## config.mk

```make
export PLATFORM = sky130hd
export DESIGN_NAME = ival_timer
export DESIGN_NICKNAME = d
export VERILOG_FILES = /design/src/rtl/ival_timer_pkg.sv /design/src/rtl/ival_decode.sv /design/src/rtl/ival_counter.sv /design/src/rtl/ival_regs.sv /design/src/rtl/ival_timer.sv
export SDC_FILE = /design/constraint.sdc
export NUM_CORES = 1
export LEC_CHECK = 0
export ABC_AREA = 0
export BUFFER_PORTS_ARGS = -buffer_cell sky130_fd_sc_hd__buf_2
export CAP_MARGIN = 20
export CORE_UTILIZATION = 25
export CTS_CLUSTER_SIZE = 28
export DETAILED_ROUTE_END_ITERATION = 7
export GPL_ROUTABILITY_DRIVEN = 0
export PLACE_DENSITY = 0.45
export SKIP_LAST_GASP = 1
export SLEW_MARGIN = 0
export SYNTH_ARGS = -nofsm -noshare
export SYNTH_HDL_FRONTEND = slang
export SYNTH_HIERARCHICAL = 1
export SYNTH_SLANG_ARGS = --single-unit
```

## constraint.sdc

```tcl
create_clock -name clk -period 3.3 [get_ports clk]
set_clock_uncertainty 0.2 [all_clocks]
set_input_delay 0.165 -clock clk [delete_from_list [all_inputs] [get_ports clk]]
set_output_delay 0.165 -clock clk [all_outputs]
set_load 0.01 [all_outputs]
```

## src/rtl/ival_timer_pkg.sv

```systemverilog
package ival_timer_pkg;
  // register word indices
  localparam int IX_STAT = 0;
  localparam int IX_CTRL = 1;
  localparam int IX_PLO  = 2;
  localparam int IX_PHI  = 3;
  localparam int IX_SLO  = 4;
  localparam int IX_SHI  = 5;
  localparam int NREG    = 6;
  // status bits
  localparam int ST_TO   = 0;
  localparam int ST_RUN  = 1;
  // control bits
  localparam int CT_IE   = 0;
  localparam int CT_CONT = 1;
  localparam int CT_GO   = 2;
  localparam int CT_HALT = 3;
endpackage

```

## src/rtl/ival_decode.sv

```systemverilog
module ival_decode #(
  parameter int ADDR_W = 5,
  parameter int NREG   = 6,
  localparam int IDX_W = ADDR_W - 2
) (
  input  logic [ADDR_W-1:0] addr,
  input  logic              wr,
  output logic [IDX_W-1:0]  idx,
  output logic [NREG-1:0]   we
);
  assign idx = addr[ADDR_W-1:2];

  for (genvar g = 0; g < NREG; g++) begin : g_we
    assign we[g] = wr && (idx == IDX_W'(g));
  end

  always_comb begin
    a_r2_one_strobe: assert ($onehot0(we));
  end
endmodule

```

## src/rtl/ival_counter.sv

```systemverilog
module ival_counter #(
  parameter int CNT_W = 32
) (
  input  logic             clk,
  input  logic             rst,
  input  logic             run,
  input  logic             load,
  input  logic [CNT_W-1:0] load_val,
  input  logic [CNT_W-1:0] reload,
  output logic [CNT_W-1:0] cnt,
  output logic             expire
);
  logic [CNT_W-1:0] cnt_q;

  assign cnt    = cnt_q;
  assign expire = run && !load && (cnt_q == '0);

  always_ff @(posedge clk) begin
    if (rst)         cnt_q <= '1;
    else if (load)   cnt_q <= load_val;
    else if (expire) cnt_q <= reload;
    else if (run)    cnt_q <= cnt_q - CNT_W'(1);
  end

  a_r6_count_down: assert property (@(posedge clk) disable iff (rst)
    (run && !load && cnt_q != '0) |=> cnt_q == $past(cnt_q) - CNT_W'(1));
  a_r7_reload: assert property (@(posedge clk) disable iff (rst)
    expire |=> cnt_q == $past(reload));
  a_r5_load: assert property (@(posedge clk) disable iff (rst)
    load |=> cnt_q == $past(load_val));
  a_r8_hold_idle: assert property (@(posedge clk) disable iff (rst)
    (!run && !load) |=> $stable(cnt_q));
endmodule

```

## src/rtl/ival_regs.sv

```systemverilog
module ival_regs
  import ival_timer_pkg::*;
#(
  parameter int HALF_W = 16,
  localparam int CNT_W = 2 * HALF_W
) (
  input  logic              clk,
  input  logic              rst,
  input  logic [NREG-1:0]   we,
  input  logic [HALF_W-1:0] wdata,
  input  logic              expire,
  input  logic [CNT_W-1:0]  cnt,
  output logic              to_q,
  output logic              run_q,
  output logic              ie_q,
  output logic              cont_q,
  output logic [CNT_W-1:0]  period,
  output logic              load,
  output logic [CNT_W-1:0]  load_val,
  output logic [CNT_W-1:0]  snap,
  output logic              irq_q
);
  logic [HALF_W-1:0] per_lo_q, per_hi_q, per_lo_n, per_hi_n;
  logic              run_n, to_n, ie_n, cont_n;

  assign period = {per_hi_q, per_lo_q};

  always_comb begin
    per_lo_n = we[IX_PLO] ? wdata : per_lo_q;
    per_hi_n = we[IX_PHI] ? wdata : per_hi_q;
    load     = we[IX_PLO] || we[IX_PHI];
    load_val = {per_hi_n, per_lo_n};

    ie_n   = we[IX_CTRL] ? wdata[CT_IE]   : ie_q;
    cont_n = we[IX_CTRL] ? wdata[CT_CONT] : cont_q;

    run_n = run_q;
    if (expire && !cont_q) run_n = 1'b0;
    if (we[IX_CTRL]) begin
      if (wdata[CT_GO] && !run_q) run_n = 1'b1;
      if (wdata[CT_HALT] && run_n) run_n = 1'b0;
    end
    if (load) run_n = 1'b0;

    to_n = to_q;
    if (we[IX_STAT]) to_n = 1'b0;
    if (expire)      to_n = 1'b1;
  end

  always_ff @(posedge clk) begin
    if (rst) begin
      per_lo_q <= '0;
      per_hi_q <= '0;
      run_q    <= 1'b0;
      to_q     <= 1'b0;
      ie_q     <= 1'b0;
      cont_q   <= 1'b0;
      snap     <= '0;
      irq_q    <= 1'b0;
    end else begin
      per_lo_q <= per_lo_n;
      per_hi_q <= per_hi_n;
      run_q    <= run_n;
      to_q     <= to_n;
      ie_q     <= ie_n;
      cont_q   <= cont_n;
      irq_q    <= to_n && ie_n;
      if (we[IX_SLO] || we[IX_SHI]) snap <= cnt;
    end
  end

  a_r7_timeout_set: assert property (@(posedge clk) disable iff (rst)
    expire |=> to_q);
  a_r8_oneshot_stop: assert property (@(posedge clk) disable iff (rst)
    (expire && !cont_q) |=> !run_q);
  a_r5_period_halts: assert property (@(posedge clk) disable iff (rst)
    load |=> !run_q);
  a_r9_status_clear: assert property (@(posedge clk) disable iff (rst)
    (we[IX_STAT] && !expire) |=> !to_q);
  a_r4_start_idle: assert property (@(posedge clk) disable iff (rst)
    (we[IX_CTRL] && wdata[CT_GO] && !wdata[CT_HALT] && !run_q) |=> run_q);
  a_r4_both_idle: assert property (@(posedge clk) disable iff (rst)
    (we[IX_CTRL] && wdata[CT_GO] && wdata[CT_HALT] && !run_q) |=> !run_q);
  a_r10_snap_take: assert property (@(posedge clk) disable iff (rst)
    (we[IX_SLO] || we[IX_SHI]) |=> snap == $past(cnt));
endmodule

```

## src/rtl/ival_timer.sv

```systemverilog
module ival_timer
  import ival_timer_pkg::*;
#(
  parameter int DATA_W = 32,
  parameter int ADDR_W = 5,
  parameter int HALF_W = 16
) (
  input  logic              clk,
  input  logic              rst,
  input  logic [ADDR_W-1:0] bus_addr,
  input  logic              bus_wr,
  input  logic              bus_rd,
  input  logic [DATA_W-1:0] bus_wdata,
  output logic [DATA_W-1:0] bus_rdata,
  output logic              irq
);
  localparam int CNT_W = 2 * HALF_W;
  localparam int IDX_W = ADDR_W - 2;

  logic [IDX_W-1:0]  idx;
  logic [NREG-1:0]   we;
  logic              expire, load, to_q, run_q, ie_q, cont_q;
  logic [CNT_W-1:0]  cnt, period, load_val, snap;
  logic [HALF_W-1:0] rd_word;

  ival_decode #(.ADDR_W(ADDR_W), .NREG(NREG)) u_dec (
    .addr(bus_addr), .wr(bus_wr), .idx(idx), .we(we)
  );

  ival_regs #(.HALF_W(HALF_W)) u_regs (
    .clk(clk), .rst(rst), .we(we), .wdata(bus_wdata[HALF_W-1:0]),
    .expire(expire), .cnt(cnt), .to_q(to_q), .run_q(run_q), .ie_q(ie_q),
    .cont_q(cont_q), .period(period), .load(load), .load_val(load_val),
    .snap(snap), .irq_q(irq)
  );

  ival_counter #(.CNT_W(CNT_W)) u_cnt (
    .clk(clk), .rst(rst), .run(run_q), .load(load), .load_val(load_val),
    .reload(period), .cnt(cnt), .expire(expire)
  );

  always_comb begin
    rd_word = '0;
    case (idx)
      IDX_W'(IX_STAT): begin
        rd_word[ST_TO]  = to_q;
        rd_word[ST_RUN] = run_q;
      end
      IDX_W'(IX_CTRL): begin
        rd_word[CT_IE]   = ie_q;
        rd_word[CT_CONT] = cont_q;
      end
      IDX_W'(IX_PLO): rd_word = period[HALF_W-1:0];
      IDX_W'(IX_PHI): rd_word = period[CNT_W-1:HALF_W];
      IDX_W'(IX_SLO): rd_word = snap[HALF_W-1:0];
      IDX_W'(IX_SHI): rd_word = snap[CNT_W-1:HALF_W];
      default:        rd_word = '0;
    endcase
  end

  always_ff @(posedge clk) begin
    if (rst)         bus_rdata <= '0;
    else if (bus_rd) bus_rdata <= {{(DATA_W-HALF_W){1'b0}}, rd_word};
  end

  a_r11_irq_level: assert property (@(posedge clk) disable iff (rst)
    irq == (to_q && ie_q));
  a_r12_upper_zero: assert property (@(posedge clk) disable iff (rst)
    bus_rdata[DATA_W-1:HALF_W] == '0);
  a_r3_ctrl_narrow: assert property (@(posedge clk) disable iff (rst)
    (bus_rd && idx == IDX_W'(IX_CTRL)) |=> bus_rdata[HALF_W-1:2] == '0);
  a_r12_rdata_hold: assert property (@(posedge clk) disable iff (rst)
    !bus_rd |=> $stable(bus_rdata));
endmodule

```

; Word level (Yosys, flattened, before mapping)
; Index checks and enable logic that the tools add are counted.
; W data, S select, Z words.
[totals]
ff_bits = 117
latch_bits = 0
ramBits = 0
romBits = 0
input_bits = 41
output_inout_bits = 33
word_cells = 52
n_memories = 0
[op_classes]
addsub = 1
mul = 0
n_div = 0
magnitude_cmp = 0
n_eq_ne = 5
shift = 0
muxes = 15
bitwise_logic = 0
reduce_logical = 21
[op_table]
columns = op, count
row1 = $mux W32, 3
row2 = $pmux W14 S4, 1
row3 = $logic_not A32 Y1, 1
row4 = $mux W16, 2
row5 = $sub A32 B1 Y32 const B, 1
row6 = $logic_and A1 B1 Y1, 12
row7 = $pmux W2 S6, 1
row8 = $mux W1, 8
row9 = $eq A3 B2 Y1 const B, 2
row10 = $eq A3 B3 Y1 const B, 2
row11 = $eq A3 B1 Y1 const B, 1
row12 = $logic_not A1 Y1, 3
row13 = $logic_not A3 Y1, 1
row14 = $reduce_bool A3 Y1, 1
row15 = $logic_or A1 B1 Y1, 2
row16 = $reduce_or A2 Y1, 1

; Longest topological paths before layout
; Gate-level depths: netlist of the first run.
[logic_depth]
ltp_word = 13
mapped_depth = 12
depth_no_buf = 8

; Cells and area by module
; Netlist of the first run, hierarchy kept.
[modules_own_cells]
columns = module, n_inst, cells_per_inst, area_each_um2, seq_area_each_um2
row1 = ival_regs, 1, 267, 2767.7, 1381.3
row2 = ival_counter, 1, 289, 2219.6, 640.6
row3 = ival_timer, 1, 135, 1382.6, 320.3
row4 = ival_decode, 1, 9, 97.6, 0.0

; Worst setup path before layout of the first run
; No wires, ideal clock.
[synth_timing]
kind = register -> register
start = register u_cnt.cnt_q[17] (netlist: u_cnt/cnt[17])
end = register u_cnt.cnt_q[29] (netlist: u_cnt/cnt[29])
arrival_time_ns = 2.360
setup_slack_ns = 0.615
path_stages_with_launch = 8
path_buffers = 1
synth_period_minus_slack_ns = 2.685
cell_sequence = dfxtp_1 -> or4_4 -> or4_4 -> or4_4 -> buf_6 -> o21ai_2 -> a31oi_1 -> a2111o_1
[synth_between]
elab_chain_cells = 4
word_cells_on_any_way = 7
cone_classes = 1 x add/sub / 3 x mux / 3 x reduce/logical
[synth_lines]
columns = element, line_no
row1 = from (decl), ival_counter.sv:13  ; logic [CNT_W-1:0] cnt_q;
row2 = from (signal assigned), ival_counter.sv:20  ; else if (load) cnt_q <= load_val;
row3 = from (signal assigned), ival_counter.sv:21  ; else if (expire) cnt_q <= reload;
row4 = from (signal assigned), ival_counter.sv:22  ; else if (run) cnt_q <= cnt_q - CNT_W'(1);
row5 = $sub A32 B1 Y32 / $logic_not A32 Y1 (equally long branches), "ival_counter.sv:22, ival_counter.sv:16"
row6 = $mux W32 / $logic_and A1 B1 Y1 (equally long branches), "ival_counter.sv:22, ival_counter.sv:16"
row7 = $mux W32, ival_counter.sv:21
row8 = $mux W32, ival_counter.sv:20
; Parallel ways exist; a longest one is shown, timed or not. The select of a mux whose other input is x is not followed.
; A chain may end at the register's enable or synchronous reset.

; Worst setup path in the final report of the first run
[layout_timing]
start = register u_cnt.cnt_q[17] (netlist: u_cnt/cnt[17])
end = register u_regs.run_q
[layout_between]
elab_chain_cells = 9
[layout_lines]
columns = element, line_no
row1 = $logic_not A32 Y1 *, ival_counter.sv:16  ; assign expire = run && !load && (cnt_q == '0);
row2 = $logic_and A1 B1 Y1 *, ival_counter.sv:16
row3 = named net expire, ival_timer.sv:22  ; logic expire, load, to_q, run_q, ie_q, cont_q;
row4 = $logic_and A1 B1 Y1 *, ival_regs.sv:38  ; if (expire && !cont_q) run_n = 1'b0;
row5 = $mux W1 *, ival_regs.sv:38
row6 = $mux W1, ival_regs.sv:40  ; if (wdata[CT_GO] && !run_q) run_n = 1'b1;
row7 = $mux W1, ival_regs.sv:39  ; if (we[IX_CTRL]) begin
row8 = $logic_and A1 B1 Y1, ival_regs.sv:41  ; if (wdata[CT_HALT] && run_n) run_n = 1'b0;
row9 = $mux W1, ival_regs.sv:41
row10 = $mux W1 *, ival_regs.sv:39
row11 = to (signal assigned), ival_regs.sv:63  ; run_q <= run_n;
row12 = to (decl), ival_regs.sv:14  ; output logic run_q,
; The timed path passes the listed nets; every way through them passes the cells marked *. The select of a mux whose other input is x is not followed.

==> impl_metrics.toml, run 1 <==
[status]
status = "completed"

[worst_hold_path]
hold_depth = 4
hold_end = "u_regs/to_q$_SDFF_PP0_"
hp-start = "bus_addr[4]"
hold_class = "in -> reg"

[setup_path]
r2r-end = "u_regs/run_q$_SDFF_PP0_"
startpoint_type = "flip-flop"
worst_path_max_delay_cell = "or4_4"
worstPathMaxFanout = 19
crit_top_cell = "or4_4"
reg2reg_slack_ns = 0.14
reg2reg_depth = 6
max_stage_delay_ns = 0.60
r2r-start = "u_cnt/cnt[17]$_SDFFE_PP1P_"
cp_data_required_time_ns = 3.41
arrival_ns = 3.27
cp_top_family = "simple AND/OR/NAND/NOR gates"
cp-end-kind = "flip-flop"
crit_type = "reg -> reg"
path_cells = "or4_4 -> or4_4 -> or4_4 -> clkinv_4 -> a311oi_2 -> dlygate4sd3_1"
crit_buf_inv = 2

[power_and_ir_drop]
p_leak_nw = 2.78
internal-power_mw = 2.65
combPwrFrac = 0.102
clkPwrFrac = 0.467
seqPwrFrac = 0.431
p_sw_mw = 0.933
p_per_area_nw_per_um2 = 475
p_sw_frac = 0.260
ir_worst_vdd_uv = 345

[sta]
rsz0062_at_grt = "no"
slew_violations = 0
setup_tns_ns = 0
setup-violations-final = 0
finalCriticalPeriod_ns = 3.16
slew_headroom = 0.327
timing.fmax_mhz = 316
worst_slew_pin_slew_ns = 1.01
post-route-period-util = 0.958
hold_violations = 0

[routing]
wl_mm = 18.7
ant_nets = 0
wl_per_cell_um = 17.3
viasPerCell = 4.77
drtIter0Drc = 322
vias = 5144
first_pass_iters = 5
drc = 0

[grt]
grt_pass1_wl_mm = 29.7
grt_pass1_vias = 4934
gr-total-overflow = 0
grt_max_degree = 67
track_usage = 0.147
antenna_found_initial = 0

[synth]
syn_area_sq_um = 6470
synth_top_area_cell = "dfxtp_1"
synth_area_per_cell_sq_um = 9.24
syn_inst = 700
synth_area_leaders = "dfxtp_1, mux2_2, o21ai_0"
synth_async_sr_flop_share = 0
synth_edf_count = 0
ys_seq_area_frac = 0.362
yosysUniqueCellTypes = 64
yosys_warnings = 6
synth_seq_cells = 117
synthFlopType = "dfxtp_1"
synth.top_cell.area_share = 0.362

[floorplan]
ios = 74
dieHeight_um = 163
initial_utilization = 0.256
rows = 58
die_x_um = 163
core_sq_um = 25300
die_area_sq_um = 26500

[clock_network]
h-tree-depth = 4
cts_tree = "done"
clk_pin_slew_ns = 0.06
cts.sinks = 117
clock_latency_ns = 0.42
max-clock-path-buffers = 2
cts-root-buf = "clkbuf_16"
cts_buffers = 17

[layout]
mostFrequentLayoutCells = "dfxtp_1, o21ai_0, a21oi_1"
antennaDiodeCount = 0
drive_gt1_frac = 0.247
final_common_cell = "dfxtp_1"
syn2layout_area_growth_pct = 16.8
fin_area_sq_um = 7550
nNetsFinal = 778

[placement]
io_buffers = 39
hpwl_mm = 12.4
place_area_sq_um = 6840

[run]
cap_violations = 0
## layout make-up
cell class	instances	area (sq um)
clock buffer	21	470
clock inverter	10	57.6
fill	2721	17700
inverter	11	46.3
multi-input combinational	511	3660
sequential	117	2340
tap	330	413
timing repair buffer	78	561
## timing repair
action                                 4_1_cts  5_1_grt
endpoints found under the hold margin       82        0
setup buffers                                0        0
hold buffers                                18        0
gates resized for setup                      0        0
setup endpoints to repair                    0        1
## flip-flops by register name, summed over array words and instances, names as in the netlist
register / count
u_regs/snap: 32
u_regs/per_hi_q: 16
u_regs/to_q: 1
u_regs/run_q: 1
u_regs/irq_q: 1
u_cnt/cnt: 32
u_regs/cont_q: 1
u_regs/ie_q: 1
bus_rdata: 16
u_regs/per_lo_q: 16
## cells in the mapped netlist (5+ instances only)
library cell and n:
xnor2_1 18, clkbuf_1 32, or3b_1 28, mux2_4 10, dfxtp_1 117, a31oi_1 5
inv_1 8, mux2i_1 5, xor2_1 6, nor2_1 35, mux2_2 50, a21oi_1 56
o21ai_0 71, or4_1 6, buf_6 10, nor2b_1 48, nor4_1 7, nand2_1 18
buf_4 21, o211ai_1 10, a211oi_1 16, nor3b_1 23, a221oi_2 11, buf_2 7
nand3_1 14, nor3_1 8
## worst register-to-register path, cell delays in order, from the launching register on
cell           delay [ns]
dfxtp_1              0.37
or4_4                0.60
or4_4                0.43
or4_4                0.59
clkinv_4             0.20
a311oi_2             0.11
dlygate4sd3_1        0.56
## through the flow
step	cells	hold WS, ns	util	total power [mW]	worst slack (ns)
2_1_floorplan	715	0.112	-	1.83	0.615
5_1_grt	1078	0.103	0.299	3.75	0.0235
4_1_cts	1078	0.0678	0.299	3.63	0.0569
3_3_place_gp	1029	0.248	0.271	1.93	0.433
3_5_place_dp	1029	0.266	0.271	1.93	0.426
6_report	1078	0.0662	0.299	3.59	0.137
## kinds of logic after synthesis
logic type	Yosys count	synth area share
flip-flops	117	0.362
multiplexers	66	0.120
AND/OR/NAND/NOR	214	0.213
XOR/XNOR	24	0.0325
AO/OA/AOI/OAI	190	0.189
adder cells (fa/ha/maj)	1	0.00193
buffers and inverters	87	0.0807
other	1	0.000580
## per-layer routing
| metal | wire [um] | GRT usage |
|---|---|---|
| met1 | 9720 | 0.217 |
| met2 | 8100 | 0.216 |
| met3 | 678 | 0.0255 |
| met4 | 147 | 0.0408 |
| met5 | 0 | 0 |
## worst max-delay path by stage
stage / startpoint / end / slack, ns / cells past startpoint
6_report: u_cnt/cnt[17]$_SDFFE_PP1P_ / u_regs/run_q$_SDFF_PP0_ / 0.14 / 6
3_3_place_gp: u_cnt/cnt[17]$_SDFFE_PP1P_ / u_cnt/cnt[8]$_SDFFE_PP1P_ / 0.43 / 6
4_1_cts: u_cnt/cnt[17]$_SDFFE_PP1P_ / u_regs/run_q$_SDFF_PP0_ / 0.06 / 6
2_1_floorplan: u_cnt/cnt[17]$_SDFFE_PP1P_ / u_cnt/cnt[29]$_SDFFE_PP1P_ / 0.62 / 7
3_5_place_dp: u_cnt/cnt[17]$_SDFFE_PP1P_ / u_cnt/cnt[29]$_SDFFE_PP1P_ / 0.43 / 6
5_1_grt: u_cnt/cnt[25]$_SDFFE_PP1P_ / u_regs/run_q$_SDFF_PP0_ / 0.02 / 6
## power by group through the flow
stage / sequential [mW] / clock [mW] / combinational, mW
global placement: 1.58 / 0 / 0.350
global route: 1.56 / 1.79 / 0.406
detailed placement: 1.58 / 0 / 0.351
CTS: 1.55 / 1.72 / 0.370
floorplan: 1.55 / 0 / 0.282
finish: 1.55 / 1.67 / 0.367
(Power assumes the default switching activity.)
==> run 2, diff against run 1 <==
- CELL_PAD_IN_SITES_DETAIL_PLACEMENT: unset -> 0
- CELL_PAD_IN_SITES_GLOBAL_PLACEMENT: unset -> 1
- PLACE_DENSITY: 0.45 -> 0.53
==> run 2 against run 1 <==
Core utilization is 0.20 points higher. Design area is 0.68% higher. Register-to-register slack hardly changed. Fmax is 0.27% lower. Setup slack worse by 0.0086 ns. Non-clock buffer count is 4 higher. Combinational power hardly changed. Flip-flop and latch count stayed put. Clock power is 6% higher. Total power is 2.9% higher. Critical path type unchanged. Critical endpoint unchanged.
==> impl_metrics.toml, run 2 (same netlist as run 1, synthesis figures left out) <==
[layout]
nNetsFinal = 783
drive_gt1_frac = 0.252
syn2layout_area_growth_pct = 17.6
fill_cells = 2740
antennaDiodeCount = 0
mostFrequentLayoutCells = "dfxtp_1, o21ai_0, a21oi_1"
final_common_cell = "dfxtp_1"

[placement]
hpwl_mm = 12.8
io_buffers = 39
pre_cts_ws_ns = 0.375

[setup_path]
max_stage_delay_ns = 0.63
cp-end-kind = "flip-flop"
cp_data_required_time_ns = 3.40
worstPathMaxFanout = 11
reg2reg_slack_ns = 0.13
r2r-end = "u_regs/run_q$_SDFF_PP0_"
worst_path_max_delay_cell = "or4_4"
r2r-start = "u_cnt/cnt[18]$_SDFFE_PP1P_"
reg2reg_depth = 6
crit_top_cell = "or4_4"
startpoint_type = "flip-flop"
path_cells = "or4_4 -> or4_4 -> or4_4 -> clkinv_4 -> a311oi_2 -> dlygate4sd3_1"
crit_type = "reg -> reg"
arrival_ns = 3.27

[sta]
setup_tns_ns = 0
worst_slew_pin_slew_ns = 0.717
hold_violations = 0
finalCriticalPeriod_ns = 3.17
setup-violations-final = 0
slew_violations = 0
setup_ws_ns = 0.129
slew_headroom = 0.522
rsz0062_at_grt = "no"
timing.fmax_mhz = 315
post-route-period-util = 0.961

[grt]
grt_pass1_wl_mm = 30.9
grt_max_degree = 67
antenna_found_initial = 0
gr-total-overflow = 0
track_usage = 0.155
grt_pass1_vias = 5046

[routing]
viasPerCell = 4.78
wl_met1_mm = 10.5
wl_per_cell_um = 18.4
drtIter0Drc = 295
met2_length_mm = 8.67
drc = 0
wl_met3_um = 636
top_layer_used = "met4"
ant_nets = 0
first_pass_iters = 5
vias = 5186
wl_mm = 19.9

[floorplan]
dieHeight_um = 163
die_area_sq_um = 26500
initial_utilization = 0.256
die_x_um = 163
rows = 58
core_sq_um = 25300
ios = 74

[run]
cap_violations = 0

[clock_network]
clk_pin_slew_ns = 0.06
max-clock-path-buffers = 2
cts.sinks = 117
cts_resized = 0
cts_buffers = 17
cts_tree = "done"
clock_latency_ns = 0.42
cts-root-buf = "clkbuf_16"
h-tree-depth = 4

[worst_hold_path]
hold_end = "bus_rdata[0]$_SDFFE_PP0P_"
hold_depth = 4
hp-start = "bus_rd"
hold_class = "in -> reg"

[power_and_ir_drop]
p_leak_nw = 2.80
p_per_area_nw_per_um2 = 485
ir_worst_vdd_uv = 339

[status]
status = "completed"
run 2: cell types whose count changed in the layout (fill, tap and decap cells not counted), sizes merged:
cell / delta
clkbuf: +2
clkinv: -2
buf: +5
bufinv: +1
or4: +1
dlygate4sd3: -1
run 2: per-layer routing:
layer,vias to the layer above,GRT usage
li1,2609,-
met3,16,0.0267
met5,-,0
met2,93,0.229
met1,2468,0.228
met4,0,0.0395
run 2: worst max path at each step:
stage,start,endpoint,slack (ns),depth (start not counted)
finish,u_cnt/cnt[18]$_SDFFE_PP1P_,u_regs/run_q$_SDFF_PP0_,0.13,6
global placement,u_cnt/cnt[18]$_SDFFE_PP1P_,u_cnt/cnt[9]$_SDFFE_PP1P_,0.40,6
global route,u_cnt/cnt[18]$_SDFFE_PP1P_,u_regs/run_q$_SDFF_PP0_,0.08,6
floorplan,u_cnt/cnt[17]$_SDFFE_PP1P_,u_cnt/cnt[29]$_SDFFE_PP1P_,0.62,7
CTS,u_cnt/cnt[18]$_SDFFE_PP1P_,u_regs/run_q$_SDFF_PP0_,0.03,6
detailed placement,u_cnt/cnt[18]$_SDFFE_PP1P_,u_cnt/cnt[9]$_SDFFE_PP1P_,0.37,6
run 2: final cells by class:
class	count	area, sq um	area share
Multi-Input combinational cell	512	3670	0.483
Sequential cell	117	2340	0.308
Timing Repair Buffer	82	576	0.0757
Clock buffer	23	478	0.0629
Tap cell	330	413	0.0543
Clock inverter	9	77.6	0.0102
Inverter	11	46.3	0.00609
run 2: timing repair:
item | in CTS | in global routing
hold endpoints to repair | 60 | 0
hold buffers | 17 | 0
buffers inserted | 0 | 5
endpoints found under the setup margin | 0 | 1
run 2: metrics by stage:
step                      hold slack [ns]  instances  total power, mW   util  cell area, sq um
after floorplan                     0.112        715             1.83      -              6520
after global placement              0.239       1028             1.93  0.270              6810
after detailed placement            0.251       1028             1.93  0.270              6810
after CTS                          0.0398       1077             3.73  0.298              7540
after global routing               0.0548       1084             3.83  0.301              7600
final                              0.0409       1084             3.69  0.301              7600
run 2: critical path: cells and delay by family, from the launching register on:
family / cells / cell delay, ns
AOI/OAI and AO/OA: 1 / 0.10
buffers and inverters: 2 / 0.72
DFF: 1 / 0.37
and+or+nand+nor: 3 / 1.66
run 2: power by group:
part           leakage, nW  internal, mW  total (mW)  switching (mW)
registers            0.954          1.48        1.55          0.0697
clock network        0.269          1.09        1.77           0.683
logic                 1.58         0.171       0.370           0.199
